File: config.mk
export PLATFORM = sky130hd
export DESIGN_NAME = asyncMemSeq
export DESIGN_NICKNAME = d
export VERILOG_FILES = /design/src/rtl/asmPkg.sv /design/src/rtl/asmTimingSel.sv /design/src/rtl/asmSeqCtrl.sv /design/src/rtl/asmSeqDpath.sv /design/src/rtl/asyncMemSeq.sv
export SDC_FILE = /design/constraint.sdc
export NUM_CORES = 1
export LEC_CHECK = 0
export ABC_AREA = 1
export BUFFER_PORTS_ARGS = -buffer_cell sky130_fd_sc_hd__buf_2
export CAP_MARGIN = 20
export CORE_MARGIN = 1
export CORE_UTILIZATION = 39
export DETAILED_ROUTE_END_ITERATION = 10
export GPL_TIMING_DRIVEN = 0
export PLACE_DENSITY = 0.68
export SLEW_MARGIN = 25
export SYNTH_ARGS = -nofsm -noshare
export SYNTH_HDL_FRONTEND = slang
export SYNTH_SLANG_ARGS = --single-unit
File: constraint.sdc
create_clock -name clk -period 3.37 [get_ports clk]
set_input_delay 0.5055 -clock clk [delete_from_list [all_inputs] [get_ports clk]]
set_output_delay 0.5055 -clock clk [all_outputs]
set_load 0.02 [all_outputs]
File: src/rtl/asmPkg.sv
package asmPkg;

  // Phase order matters: the sequencer walks upward through these codes.
  typedef enum logic [2:0] {
    PH_IDLE  = 3'd0,
    PH_LEAD  = 3'd1,
    PH_ASET  = 3'd2,
    PH_AHOLD = 3'd3,
    PH_DSET  = 3'd4,
    PH_DHOLD = 3'd5,
    PH_TURN  = 3'd6
  } phase_e;

  localparam int NUM_PH = 7;

  // Strobes from control to datapath.
  typedef struct packed {
    logic take;       // latch a new request
    logic capture;    // sample read data
    logic laneOn;     // byte lanes active
    logic selOn;      // chip select active
    logic rdStrobe;   // output enable active
    logic wrStrobe;   // write enable active
    logic addrOnBus;  // address driven on data bus
    logic dataOnBus;  // write data driven on data bus
  } strobe_t;

endpackage

File: src/rtl/asmTimingSel.sv
module asmTimingSel #(
  parameter int CNT_W = 4
) (
  input  logic                              selWrite,
  input  logic                              cfgWrSetEn,
  input  logic                              cfgMuxEn,
  input  logic [CNT_W-1:0]                  cfgLead,
  input  logic [CNT_W-1:0]                  cfgAddrSetup,
  input  logic [CNT_W-1:0]                  cfgAddrHold,
  input  logic [CNT_W-1:0]                  cfgDataSetup,
  input  logic [CNT_W-1:0]                  cfgDataHold,
  input  logic [CNT_W-1:0]                  cfgTurn,
  input  logic [CNT_W-1:0]                  cfgWrAddrSetup,
  input  logic [CNT_W-1:0]                  cfgWrAddrHold,
  input  logic [CNT_W-1:0]                  cfgWrDataSetup,
  input  logic [CNT_W-1:0]                  cfgWrDataHold,
  input  logic [CNT_W-1:0]                  cfgWrTurn,
  output logic [asmPkg::NUM_PH-1:0][CNT_W-1:0] phDur
);
  import asmPkg::*;

  localparam logic [CNT_W-1:0] ONE = CNT_W'(1);

  logic             useWr;
  logic [CNT_W-1:0] aSet, aHold, dSet, dHold, turn;

  assign useWr = selWrite & cfgWrSetEn;
  assign aSet  = useWr ? cfgWrAddrSetup : cfgAddrSetup;
  assign aHold = useWr ? cfgWrAddrHold  : cfgAddrHold;
  assign dSet  = useWr ? cfgWrDataSetup : cfgDataSetup;
  assign dHold = useWr ? cfgWrDataHold  : cfgDataHold;
  assign turn  = useWr ? cfgWrTurn      : cfgTurn;

  always_comb begin
    phDur           = '0;
    phDur[PH_LEAD]  = cfgLead;
    phDur[PH_ASET]  = aSet;
    phDur[PH_AHOLD] = cfgMuxEn ? aHold : '0;
    phDur[PH_DSET]  = (dSet == '0) ? ONE : dSet;
    phDur[PH_DHOLD] = dHold;
    phDur[PH_TURN]  = turn;
  end

endmodule

File: src/rtl/asmSeqCtrl.sv
module asmSeqCtrl #(
  parameter int CNT_W = 4
) (
  input  logic                                 clk,
  input  logic                                 rstN,
  input  logic                                 reqValid,
  input  logic                                 reqWrite,
  input  logic                                 memWait,
  input  logic                                 cfgWaitHigh,
  input  logic                                 cfgWaitEn,
  input  logic                                 cfgMuxEn,
  input  logic [asmPkg::NUM_PH-1:0][CNT_W-1:0] phDur,
  output logic                                 selWrite,
  output asmPkg::strobe_t                      strobes,
  output logic                                 ack
);
  import asmPkg::*;

  localparam logic [CNT_W-1:0] ONE = CNT_W'(1);

  phase_e           phase, succ;
  logic [CNT_W-1:0] cnt;
  logic             wrQ, ackQ;
  logic             waitAct, stall, start, done, endAcc;

  assign selWrite = (phase == PH_IDLE) ? reqWrite : wrQ;
  assign waitAct  = cfgWaitEn && (memWait == cfgWaitHigh);
  assign stall    = (phase == PH_DSET) && waitAct;
  assign start    = (phase == PH_IDLE) && reqValid && !ackQ;
  assign done     = (phase != PH_IDLE) && (cnt == '0) && !stall;
  assign endAcc   = done && ((phase == PH_DSET) || (phase == PH_DHOLD)) &&
                    ((succ == PH_TURN) || (succ == PH_IDLE));

  // Nearest later phase with a non-zero length; idle when none remains.
  always_comb begin
    succ = PH_IDLE;
    for (int k = NUM_PH - 1; k >= 1; k--) begin
      if ((k > int'(phase)) && (phDur[k] != '0)) succ = phase_e'(3'(k));
    end
  end

  always_ff @(posedge clk or negedge rstN) begin
    if (!rstN) begin
      phase <= PH_IDLE;
      cnt   <= '0;
      wrQ   <= 1'b0;
      ackQ  <= 1'b0;
    end else begin
      ackQ <= endAcc;
      if (start) begin
        phase <= succ;
        cnt   <= phDur[succ] - ONE;
        wrQ   <= reqWrite;
      end else if (done) begin
        phase <= succ;
        cnt   <= (succ == PH_IDLE) ? '0 : phDur[succ] - ONE;
      end else if ((phase != PH_IDLE) && !stall) begin
        cnt <= cnt - ONE;
      end
    end
  end

  always_comb begin
    strobes.take      = start;
    strobes.capture   = done && (phase == PH_DSET) && !wrQ;
    strobes.laneOn    = (phase != PH_IDLE) && (phase != PH_TURN);
    strobes.selOn     = (phase == PH_ASET) || (phase == PH_AHOLD) ||
                        (phase == PH_DSET) || (phase == PH_DHOLD);
    strobes.rdStrobe  = (phase == PH_DSET) && !wrQ;
    strobes.wrStrobe  = (phase == PH_DSET) && wrQ;
    strobes.addrOnBus = cfgMuxEn && ((phase == PH_ASET) || (phase == PH_AHOLD));
    strobes.dataOnBus = wrQ && ((phase == PH_DSET) || (phase == PH_DHOLD));
  end

  assign ack = ackQ;

  // acknowledge never lasts two cycles
  p_ack_pulse_r5: assert property (@(posedge clk) disable iff (!rstN)
    ackQ |=> !ackQ);

  // after an acknowledge the sequencer is in turnaround or idle, never a new access
  p_ack_then_quiet_r6: assert property (@(posedge clk) disable iff (!rstN)
    ackQ |=> ((phase == PH_TURN) || (phase == PH_IDLE)));

  // an active wait keeps the data setup phase in place
  p_wait_holds_r10: assert property (@(posedge clk) disable iff (!rstN)
    stall |=> ((phase == PH_DSET) && $stable(cnt)));

endmodule

File: src/rtl/asmSeqDpath.sv
module asmSeqDpath #(
  parameter int ADDR_W = 20,
  parameter int DATA_W = 16,
  parameter int NUM_CS = 4,
  parameter int LANES  = DATA_W / 8,
  parameter int CS_W   = (NUM_CS > 1) ? $clog2(NUM_CS) : 1
) (
  input  logic              clk,
  input  logic              rstN,
  input  asmPkg::strobe_t   strobes,
  input  logic [CS_W-1:0]   reqCs,
  input  logic [ADDR_W-1:0] reqAddr,
  input  logic [DATA_W-1:0] reqWdata,
  input  logic [LANES-1:0]  reqBe,
  input  logic [DATA_W-1:0] memDataIn,
  output logic [NUM_CS-1:0] memCsN,
  output logic              memOeN,
  output logic              memWeN,
  output logic [LANES-1:0]  memBeN,
  output logic [ADDR_W-1:0] memAddr,
  output logic [DATA_W-1:0] memDataOut,
  output logic              memDataOe,
  output logic [DATA_W-1:0] rdData
);
  logic [CS_W-1:0]   csQ;
  logic [ADDR_W-1:0] addrQ;
  logic [DATA_W-1:0] wdataQ, rdQ;
  logic [LANES-1:0]  beQ;

  always_ff @(posedge clk or negedge rstN) begin
    if (!rstN) begin
      csQ    <= '0;
      addrQ  <= '0;
      wdataQ <= '0;
      beQ    <= '0;
      rdQ    <= '0;
    end else begin
      if (strobes.take) begin
        csQ    <= reqCs;
        addrQ  <= reqAddr;
        wdataQ <= reqWdata;
        beQ    <= reqBe;
      end
      if (strobes.capture) rdQ <= memDataIn;
    end
  end

  for (genvar i = 0; i < NUM_CS; i++) begin : g_cs
    assign memCsN[i] = !(strobes.selOn && (csQ == CS_W'(i)));
  end

  for (genvar j = 0; j < LANES; j++) begin : g_lane
    assign memBeN[j] = !(strobes.laneOn && beQ[j]);
  end

  assign memOeN     = !strobes.rdStrobe;
  assign memWeN     = !strobes.wrStrobe;
  assign memAddr    = addrQ;
  assign memDataOut = strobes.addrOnBus ? addrQ[DATA_W-1:0] : wdataQ;
  assign memDataOe  = strobes.addrOnBus || strobes.dataOnBus;
  assign rdData     = rdQ;

  // at most one device selected
  p_one_select_r12: assert property (@(posedge clk) disable iff (!rstN)
    $onehot0(~memCsN));

  // the block never drives the bus while the device is told to drive it
  p_no_contention_r2: assert property (@(posedge clk) disable iff (!rstN)
    !memOeN |-> !memDataOe);

  // read and write strobes are never active together
  p_strobe_excl_r8: assert property (@(posedge clk) disable iff (!rstN)
    !(!memOeN && !memWeN));

endmodule

File: src/rtl/asyncMemSeq.sv
module asyncMemSeq #(
  parameter int ADDR_W = 20,
  parameter int DATA_W = 16,
  parameter int NUM_CS = 4,
  parameter int CNT_W  = 4,
  localparam int LANES = DATA_W / 8,
  localparam int CS_W  = (NUM_CS > 1) ? $clog2(NUM_CS) : 1
) (
  input  logic              clk,
  input  logic              rstN,
  input  logic              reqValid,
  input  logic              reqWrite,
  input  logic [CS_W-1:0]   reqCs,
  input  logic [ADDR_W-1:0] reqAddr,
  input  logic [DATA_W-1:0] reqWdata,
  input  logic [LANES-1:0]  reqBe,
  output logic              ack,
  output logic [DATA_W-1:0] rdData,
  input  logic [CNT_W-1:0]  cfgLead,
  input  logic [CNT_W-1:0]  cfgAddrSetup,
  input  logic [CNT_W-1:0]  cfgAddrHold,
  input  logic [CNT_W-1:0]  cfgDataSetup,
  input  logic [CNT_W-1:0]  cfgDataHold,
  input  logic [CNT_W-1:0]  cfgTurn,
  input  logic              cfgWrSetEn,
  input  logic [CNT_W-1:0]  cfgWrAddrSetup,
  input  logic [CNT_W-1:0]  cfgWrAddrHold,
  input  logic [CNT_W-1:0]  cfgWrDataSetup,
  input  logic [CNT_W-1:0]  cfgWrDataHold,
  input  logic [CNT_W-1:0]  cfgWrTurn,
  input  logic              cfgMuxEn,
  input  logic              cfgWaitHigh,
  input  logic              cfgWaitEn,
  output logic [NUM_CS-1:0] memCsN,
  output logic              memOeN,
  output logic              memWeN,
  output logic [LANES-1:0]  memBeN,
  output logic [ADDR_W-1:0] memAddr,
  output logic [DATA_W-1:0] memDataOut,
  output logic              memDataOe,
  input  logic [DATA_W-1:0] memDataIn,
  input  logic              memWait
);
  import asmPkg::*;

  logic                            selWrite;
  logic [NUM_PH-1:0][CNT_W-1:0]    phDur;
  strobe_t                         strobes;

  asmTimingSel #(.CNT_W(CNT_W)) uTiming (
    .selWrite       (selWrite),
    .cfgWrSetEn     (cfgWrSetEn),
    .cfgMuxEn       (cfgMuxEn),
    .cfgLead        (cfgLead),
    .cfgAddrSetup   (cfgAddrSetup),
    .cfgAddrHold    (cfgAddrHold),
    .cfgDataSetup   (cfgDataSetup),
    .cfgDataHold    (cfgDataHold),
    .cfgTurn        (cfgTurn),
    .cfgWrAddrSetup (cfgWrAddrSetup),
    .cfgWrAddrHold  (cfgWrAddrHold),
    .cfgWrDataSetup (cfgWrDataSetup),
    .cfgWrDataHold  (cfgWrDataHold),
    .cfgWrTurn      (cfgWrTurn),
    .phDur          (phDur)
  );

  asmSeqCtrl #(.CNT_W(CNT_W)) uCtrl (
    .clk         (clk),
    .rstN        (rstN),
    .reqValid    (reqValid),
    .reqWrite    (reqWrite),
    .memWait     (memWait),
    .cfgWaitHigh (cfgWaitHigh),
    .cfgWaitEn   (cfgWaitEn),
    .cfgMuxEn    (cfgMuxEn),
    .phDur       (phDur),
    .selWrite    (selWrite),
    .strobes     (strobes),
    .ack         (ack)
  );

  asmSeqDpath #(
    .ADDR_W (ADDR_W),
    .DATA_W (DATA_W),
    .NUM_CS (NUM_CS),
    .LANES  (LANES),
    .CS_W   (CS_W)
  ) uDpath (
    .clk        (clk),
    .rstN       (rstN),
    .strobes    (strobes),
    .reqCs      (reqCs),
    .reqAddr    (reqAddr),
    .reqWdata   (reqWdata),
    .reqBe      (reqBe),
    .memDataIn  (memDataIn),
    .memCsN     (memCsN),
    .memOeN     (memOeN),
    .memWeN     (memWeN),
    .memBeN     (memBeN),
    .memAddr    (memAddr),
    .memDataOut (memDataOut),
    .memDataOe  (memDataOe),
    .rdData     (rdData)
  );

endmodule

==> out/results.txt, run 1 <==
Total Nets Final -> 792
Post-DRT Antenna Nets -> 0
Library cell contributing the largest single delay on the critical path -> sky130_fd_sc_hd__dfrtp_1
Cell count after synthesis -> 498
Highest Clock Rate -> 0.333 GHz
TritonCTS clock tree -> done
Number of endpoints failing setup at the final stage -> 0
Worst EP arrival -> 3.24 ns
Antenna violations before repair -> 0
Post-DP HPWL -> 8280 um
Clock Tree Buf Depth -> 2
Final GP Congestion -> 0.864
Sort of element at the end of the critical path -> flip-flop
Resize count post-CTS -> 0
Syn Nets -> 610
Vias -> 3871
Post-route clock skew -> 0.00969 ns
Most prevalent standard cell on the critical path -> sky130_fd_sc_hd__nand2_1
Drt pass-1 iters -> 4
Crit path buffers/inverters -> 2
Minimum setup slack after placement -> 0.445 ns
Kind of start point of the critical path -> flip-flop
Die footprint -> 0.00999 sq mm
Pin count of the biggest net entering global routing -> 47
Result of the run -> finished, final reports clean
Worst R2R Setup Slack -> 0.37 ns
Number of diodes -> 0
Fraction of the cycle the final worst path needs -> 0.890
Syn-to-layout area delta -> 33.2%
Y dimension of the die -> 99.9 um
Vias in the first global route -> 3872
Hold buffers post-CTS -> 0
Layout cell share with drive strength beyond 1 -> 0.335
All-Layer GR Usage -> 0.218
Maximum fanout along the worst path -> 10
Least-Margin Pin Slew -> 0.589 ns
Die width -> 99.9 um
Final total negative setup slack -> 0 ns
Clock edge transition at the registers on the reported setup and hold paths -> 0.06 ns
Total power divided by cell area -> 942 mW/mm^2
Hold WC Path Type -> primary input to asynchronous set/reset pin
Setup fix buffers added after clock tree synthesis -> 0
Syn. warnings -> 0
Max_cap viols -> 0
Core footprint -> 0.00928 sq mm
Worst Reg2Reg Path Length in Cells -> 20
Syn Std Cell Area -> 0.00374 sq mm
Final critical-path setup slack -> 0.371 ns
FP Rows -> 35
Setup repair after global routing missed its margin -> no
Largest stage delay, worst path -> 0.45 ns
Required arrival time at the worst endpoint -> 3.61 ns
Most frequent standard cell in the layout excluding fill and tap cells -> sky130_fd_sc_hd__buf_2
Number of failing hold endpoints at the final stage -> 0
Wire length per cell -> 12.7 um
Clock H-tree levels -> 3
Sequence of cells on the critical path -> nor2_4 > nand2_4 > nand2_4 > buf_2 > nand4_1 > nand3_1 > nand2_1 > nor2_1 > nor2_1 > nor2_4 > nand2_1 > nand2_2 > buf_6 > nand3_1 > nand3_1 > nand2_1 > ha_1 > xnor2_1 > nand2_1 > a21oi_1
Critical path class -> flip-flop to flip-flop
Portion of the post-synthesis area used by sequential elements -> 0.435
Number of buffers added on ports -> 170
Initial DRC Count -> 158
Insertion delay of the later-clocked pin in the worst-skew pair -> 0.33 ns
Final routed DRC violation total -> 0
Initial standard-cell utilization of the core -> 0.403
Master cell of the clock root buffer -> sky130_fd_sc_hd__clkbuf_8
Via density per instance -> 4.76
Launch instance of the worst register-to-register path -> uCtrl.phase[2]
Commonest non-fill, non-tap cells in the layout -> sky130_fd_sc_hd__buf_2, sky130_fd_sc_hd__nand2_1, sky130_fd_sc_hd__inv_1, sky130_fd_sc_hd__dfrtp_1, sky130_fd_sc_hd__o21ai_0
Worst vdd rail ir drop -> 0.397 mV
Number of max-slew violations in the final report -> 0
Number of primary I/O pins -> 171
Mean instance size in the synthesized netlist -> 7.51 sq um
Shortest clock period the worst path allows after layout -> 3.00 ns
GRT overflow -> 0
Total clock buffers created by CTS -> 9
Dominant delay contributor by cell family on the critical path -> simple AND/OR/NAND/NOR gates
Detailed-route wire length -> 10300 um
Static power due to leakage -> 2.88 nW
Endpoint of the most critical register-to-register path -> uCtrl.cnt[2]
Relative slew slack -> 0.604
Count of clock tree sinks -> 65
Netlist cell types -> 32
#FFs+latches synth -> 65
First-pass GRT wire length -> 17400 um
==> registers in the layout, indices dropped and copies added (netlist names) <==
| name | count |
|---|---|
| uDpath.memAddr | 20 |
| uDpath.rdData | 16 |
| uDpath.wdataQ | 16 |
| uCtrl.cnt | 4 |
| uCtrl.phase | 3 |
| uDpath.beQ | 2 |
| uDpath.csQ | 2 |
| uCtrl.ack | 1 |
| uCtrl.wrQ | 1 |
==> report_power, final <==
group	switching [mW]	internal (mW)
Sequential	0.198	1.11
Combinational	1.78	0.955
Clock	0.279	0.376
==> Yosys cell counts <==
cell type / n / area share
sky130_fd_sc_hd__mux2_2: 16 / 0.048
sky130_fd_sc_hd__a31oi_1: 2 / 0.0033
sky130_fd_sc_hd__xnor2_1: 4 / 0.0094
sky130_fd_sc_hd__inv_2: 2 / 0.0020
sky130_fd_sc_hd__nand3_4: 1 / 0.0047
sky130_fd_sc_hd__nand3_1: 40 / 0.054
sky130_fd_sc_hd__buf_2: 2 / 0.0027
sky130_fd_sc_hd__nand4_1: 14 / 0.023
sky130_fd_sc_hd__nand2_4: 2 / 0.0060
sky130_fd_sc_hd__nor4_1: 1 / 0.0017
sky130_fd_sc_hd__o21ai_2: 2 / 0.0047
sky130_fd_sc_hd__inv_1: 67 / 0.067
sky130_fd_sc_hd__buf_6: 4 / 0.012
sky130_fd_sc_hd__nor2_2: 3 / 0.0050
sky130_fd_sc_hd__nor3_1: 2 / 0.0027
sky130_fd_sc_hd__clkbuf_1: 14 / 0.014
sky130_fd_sc_hd__dfrtp_1: 65 / 0.43
sky130_fd_sc_hd__o22ai_1: 1 / 0.0017
sky130_fd_sc_hd__buf_4: 1 / 0.0020
sky130_fd_sc_hd__o21bai_1: 1 / 0.0020
sky130_fd_sc_hd__ha_1: 3 / 0.010
sky130_fd_sc_hd__and3_1: 1 / 0.0017
sky130_fd_sc_hd__nand2_1: 164 / 0.16
sky130_fd_sc_hd__mux2i_1: 4 / 0.011
sky130_fd_sc_hd__o21ai_0: 48 / 0.064
sky130_fd_sc_hd__nand2_2: 6 / 0.010
sky130_fd_sc_hd__a21oi_1: 5 / 0.0067
sky130_fd_sc_hd__nor2_1: 18 / 0.018
sky130_fd_sc_hd__a21oi_2: 1 / 0.0023
sky130_fd_sc_hd__nor2_4: 2 / 0.0060
sky130_fd_sc_hd__nand3_2: 1 / 0.0027
sky130_fd_sc_hd__nand3b_1: 1 / 0.0020
==> cells by family (layout without fill, tap and decap cells) <==
| group | count (synthesis) | count (layout) | share of synthesized area |
|---|---|---|---|
| buffers and inverters | 90 | 276 | 0.100 |
| adders and majority gates | 3 | 3 | 0.0100 |
| AOI/OAI and AO/OA | 60 | 60 | 0.0850 |
| and+or+nand+nor | 256 | 256 | 0.302 |
| xor gates and xnor gates | 4 | 4 | 0.00936 |
| DFF | 65 | 65 | 0.435 |
| muxes | 20 | 20 | 0.0589 |
==> final cells by class <==
type,instances,area [sq um]
Timing Repair Buffer,171,881
Clock buffer,12,155
Sequential cell,65,1630
Buffer,21,115
Tap cell,129,161
Multi-Input combinational cell,343,1750
Clock inverter,3,40.0
Inverter,69,259
Fill cell,928,4300
==> worst max-delay path by stage <==
| stage | from | to | slack (ns) | cells past startpoint |
|---|---|---|---|---|
| after floorplan | uCtrl.phase[2] | uCtrl.cnt[1] | 0.85 | 20 |
| after global placement | reqWrite | uCtrl.cnt[1] | 0.48 | 21 |
| after detailed placement | reqWrite | uCtrl.cnt[2] | 0.45 | 21 |
| after CTS | uCtrl.phase[2] | uCtrl.cnt[2] | 0.42 | 20 |
| after global routing | uCtrl.phase[2] | uCtrl.cnt[1] | 0.11 | 20 |
| final | uCtrl.phase[2] | uCtrl.cnt[2] | 0.37 | 20 |
==> per-stage QoR <==
step | hold WS, ns | utilization | cell area, sq um | total power, mW | std cells
floorplan | 0.210 | - | 3740 | 3.23 | 498
global placement | 0.451 | 0.512 | 4750 | 3.99 | 797
detailed placement | 0.407 | 0.515 | 4780 | 4.05 | 798
CTS | 0.0469 | 0.536 | 4980 | 4.72 | 813
global route | 0.0544 | 0.537 | 4980 | 5.13 | 813
finish | 0.0534 | 0.537 | 4980 | 4.70 | 813
==> routing by layer <==
layer	vias to the layer above	global-route usage	part of all wire
met3	19	0.0522	0.059
met4	0	0.0792	0.021
met1	1796	0.274	0.44
met5	-	0	0
li1	1942	-	-
met2	114	0.366	0.48
No activity file was read; power rests on OpenSTA's default activity.
==> run 2, diff against run 1 <==
--- a/config.mk
+++ b/config.mk
@@ -5,14 +5,13 @@
 export SDC_FILE = /design/constraint.sdc
 export NUM_CORES = 1
 export LEC_CHECK = 0
-export ABC_AREA = 1
 export BUFFER_PORTS_ARGS = -buffer_cell sky130_fd_sc_hd__buf_2
 export CAP_MARGIN = 20
 export CORE_MARGIN = 1
 export CORE_UTILIZATION = 39
 export DETAILED_ROUTE_END_ITERATION = 10
 export GPL_TIMING_DRIVEN = 0
-export PLACE_DENSITY = 0.68
+export PLACE_DENSITY = 0.7
 export SLEW_MARGIN = 25
 export SYNTH_ARGS = -nofsm -noshare
 export SYNTH_HDL_FRONTEND = slang
==> run 2 against run 1 <==
Effect of this change:
- synthesized cell count is 27% lower
- critical path depth is 8 lower
- hold slack better by 0.0021 ns
- critical endpoint is now uCtrl.cnt[1]
- core utilization is 1.9 points higher
- cell count is 15% lower
- clock skew is 0.00098 ns higher
- flip-flop and latch count stayed put
- critical path type unchanged
- die area is 3.4% higher
- total power is 14% higher
- clock-buffer cell count is 2 lower
==> out/results.txt, run 2 <==
Result of the run -> finished, final reports clean
Worst vdd rail ir drop -> 0.560 mV
#FFs+latches synth -> 65
Least-Margin Pin Slew -> 0.686 ns
Commonest non-fill, non-tap cells in the layout -> sky130_fd_sc_hd__buf_2, sky130_fd_sc_hd__mux2_2, sky130_fd_sc_hd__dfrtp_1, sky130_fd_sc_hd__nand2_1, sky130_fd_sc_hd__nor2_1
Critical path class -> flip-flop to flip-flop
Via density per instance -> 5.32
Required arrival time at the worst endpoint -> 3.63 ns
FP Rows -> 35
Ranking of synthesized cells by area -> sky130_fd_sc_hd__dfrtp_1, sky130_fd_sc_hd__mux2_2, sky130_fd_sc_hd__nand2_1, sky130_fd_sc_hd__mux2i_1, sky130_fd_sc_hd__a21oi_1
Final GP Congestion -> 0.877
Master cell of the clock root buffer -> sky130_fd_sc_hd__clkbuf_8
Switching power total -> 2.40 mW
Max_cap viols -> 0
Hold WC Path Type -> primary input to asynchronous set/reset pin
Antenna violations before repair -> 0
Number of buffers added on ports -> 170
Clock edge transition at the registers on the reported setup and hold paths -> 0.08 ns
Die width -> 102 um
Y dimension of the die -> 102 um
Fraction of synthesis flops using an asynchronous set or reset pin -> 1.00
Most frequent standard cell in the layout excluding fill and tap cells -> sky130_fd_sc_hd__buf_2
Cell type with the largest total area after synthesis -> sky130_fd_sc_hd__dfrtp_1
Worst R2R Setup Slack -> 0.12 ns
Internal portion of total power -> 2.96 mW
Total clock buffers created by CTS -> 9
First-pass GRT wire length -> 17900 um
Mean instance size in the synthesized netlist -> 10.6 sq um
Library cell with the highest instance count after synthesis -> sky130_fd_sc_hd__mux2_2
Shortest clock period the worst path allows after layout -> 3.25 ns
Fraction of synthesized cell area taken by the top area cell type -> 0.420
Cell count after synthesis -> 364
Initial DRC Count -> 109
All-Layer GR Usage -> 0.226
Part of the power in the clock network -> 0.139
Worst EP arrival -> 3.51 ns
Pin count of the biggest net entering global routing -> 45
Max FFs per register -> 20
Number of max-slew violations in the final report -> 0
Total Nets Final -> 665
TritonCTS clock tree -> done
Largest stage delay, worst path -> 0.42 ns
Post-route clock skew -> 0.0107 ns
Post-placement cell count -> 664
Post-DP HPWL -> 8900 um
Clock H-tree levels -> 3
Core footprint -> 0.00942 sq mm
Number of primary I/O pins -> 171
Clock Tree Buf Depth -> 2
Syn Std Cell Area -> 0.00387 sq mm
Insertion delay of the later-clocked pin in the worst-skew pair -> 0.34 ns
Relative slew slack -> 0.542
Count of clock tree sinks -> 65
Portion of the post-synthesis area used by sequential elements -> 0.420
Number of failing hold endpoints at the final stage -> 0
Fraction of the cycle the final worst path needs -> 0.965
Static power due to leakage -> 2.59 nW
Syn-to-layout area delta -> 35.3%
Vias -> 3655
Filler cells -> 848
Detailed-route wire length -> 11400 um
Highest Clock Rate -> 0.308 GHz
Syn. warnings -> 0
Ranking of synthesized cells by instance count -> sky130_fd_sc_hd__mux2_2, sky130_fd_sc_hd__dfrtp_1, sky130_fd_sc_hd__nand2_1
Total power divided by cell area -> 1020 mW/mm^2
Maximum fanout along the worst path -> 5
Die footprint -> 0.0103 sq mm
Net switching fraction of the power -> 0.448
Number of diodes -> 0
EDFF count, synth -> 0
Final routed DRC violation total -> 0
Sort of element at the end of the critical path -> flip-flop
Top_reg_cell synth -> sky130_fd_sc_hd__dfrtp_1
GRT overflow -> 0
Crit path buffers/inverters -> 0
Sequence of cells on the critical path -> or3_4 > o21ai_4 > mux2_4 > nor2_4 > mux2_4 > nor4_4 > nor3_2 > or2_1 > ha_1 > nor2_1 > a21oi_1 > a21oi_1
Wire length per cell -> 16.6 um
Post-DRT Antenna Nets -> 0
Final total negative setup slack -> 0 ns
Netlist cell types -> 59
Sequential share of power -> 0.263
Number of endpoints failing setup at the final stage -> 0
Vias in the first global route -> 3773
Syn Nets -> 476
Initial standard-cell utilization of the core -> 0.411
Dominant delay contributor by cell family on the critical path -> simple AND/OR/NAND/NOR gates
Library cell contributing the largest single delay on the critical path -> sky130_fd_sc_hd__dfrtp_2
Layout cell share with drive strength beyond 1 -> 0.530
Drt pass-1 iters -> 4
Proportion of power drawn by combinational gates -> 0.598
Kind of start point of the critical path -> flip-flop
Filler-free cell count of the finished design -> 687
==> run 2: final cells by class <==
cell class                 instances  area (sq um)  area share
multi-input combinational        279          2210       0.423
sequential                        65          1630       0.311
timing repair buffer             178           926       0.177
tap                              129           161      0.0308
clock buffer                      10           128      0.0244
clock inverter                     6          91.3      0.0174
buffer                            16          71.3      0.0136
inverter                           4          15.0     0.00287
==> run 2: cell families (layout without fill, tap and decap cells) <==
| family | after synthesis | in the layout | share of synthesized area |
|---|---|---|---|
| AO/OA/AOI/OAI | 63 | 63 | 0.127 |
| XOR/XNOR | 3 | 3 | 0.00679 |
| adder cells (fa/ha/maj) | 3 | 3 | 0.00970 |
| buffers and inverters | 20 | 214 | 0.0223 |
| flip-flops | 65 | 65 | 0.420 |
| multiplexers | 87 | 87 | 0.253 |
| AND/OR/NAND/NOR | 123 | 123 | 0.161 |
==> run 2: path summary, 6_finish.rpt <==
kind | depth (start not counted) | startpoint | endpoint
max in group asynchronous | 2 | rstN | uDpath.rdData[3]
max reg2reg | 12 | uCtrl.phase[1] | uCtrl.cnt[1]
max | 12 | uCtrl.phase[1] | uCtrl.cnt[1]
min reg2reg | 1 | uDpath.beQ[1] | uDpath.beQ[1]
min in group clk | 2 | reqAddr[6] | uDpath.memAddr[6]
min | 1 | rstN | uDpath.wdataQ[15]
==> run 2: power groups by stage <==
stage	Clock [mW]	Combinational, mW	Sequential, mW
final	0.745	3.20	1.41
after detailed placement	0	3.04	1.42
after global routing	0.796	3.48	1.47
after global placement	0	3.01	1.40
after CTS	0.759	3.06	1.41
after floorplan	0	1.91	1.64
==> run 2: per-layer routing <==
metal  routed length (um)  share of wire  global-route usage  vias to the layer above
li1                     -              -                   -                     1731
met1                 4710           0.41               0.271                     1770
met2                 5760           0.51               0.400                      138
met3                  706          0.062              0.0483                       16
met4                  227          0.020              0.0780                        0
met5                    0              0                   0                        -
==> run 2: through the flow <==
step | hold slack, ns | power [mW] | setup WS, ns | cell area, sq um | util
floorplan | 0.210 | 3.55 | 0.206 | 3870 | -
global route | 0.0586 | 5.74 | -0.0151 | 5240 | 0.556
global placement | 0.483 | 4.40 | -0.166 | 4880 | 0.519
CTS | 0.0526 | 5.24 | 0.00381 | 5130 | 0.545
finish | 0.0556 | 5.36 | 0.119 | 5240 | 0.556
detailed placement | 0.421 | 4.47 | -0.154 | 4900 | 0.521
==> run 2: what timing repair did <==
item                                    CTS  global route
pin swaps                                 2             7
hold buffers                              0             0
endpoints found under the setup margin    2             2
buffers inserted                          1             6
gates resized for setup                   0            11
endpoints found under the hold margin     0             0
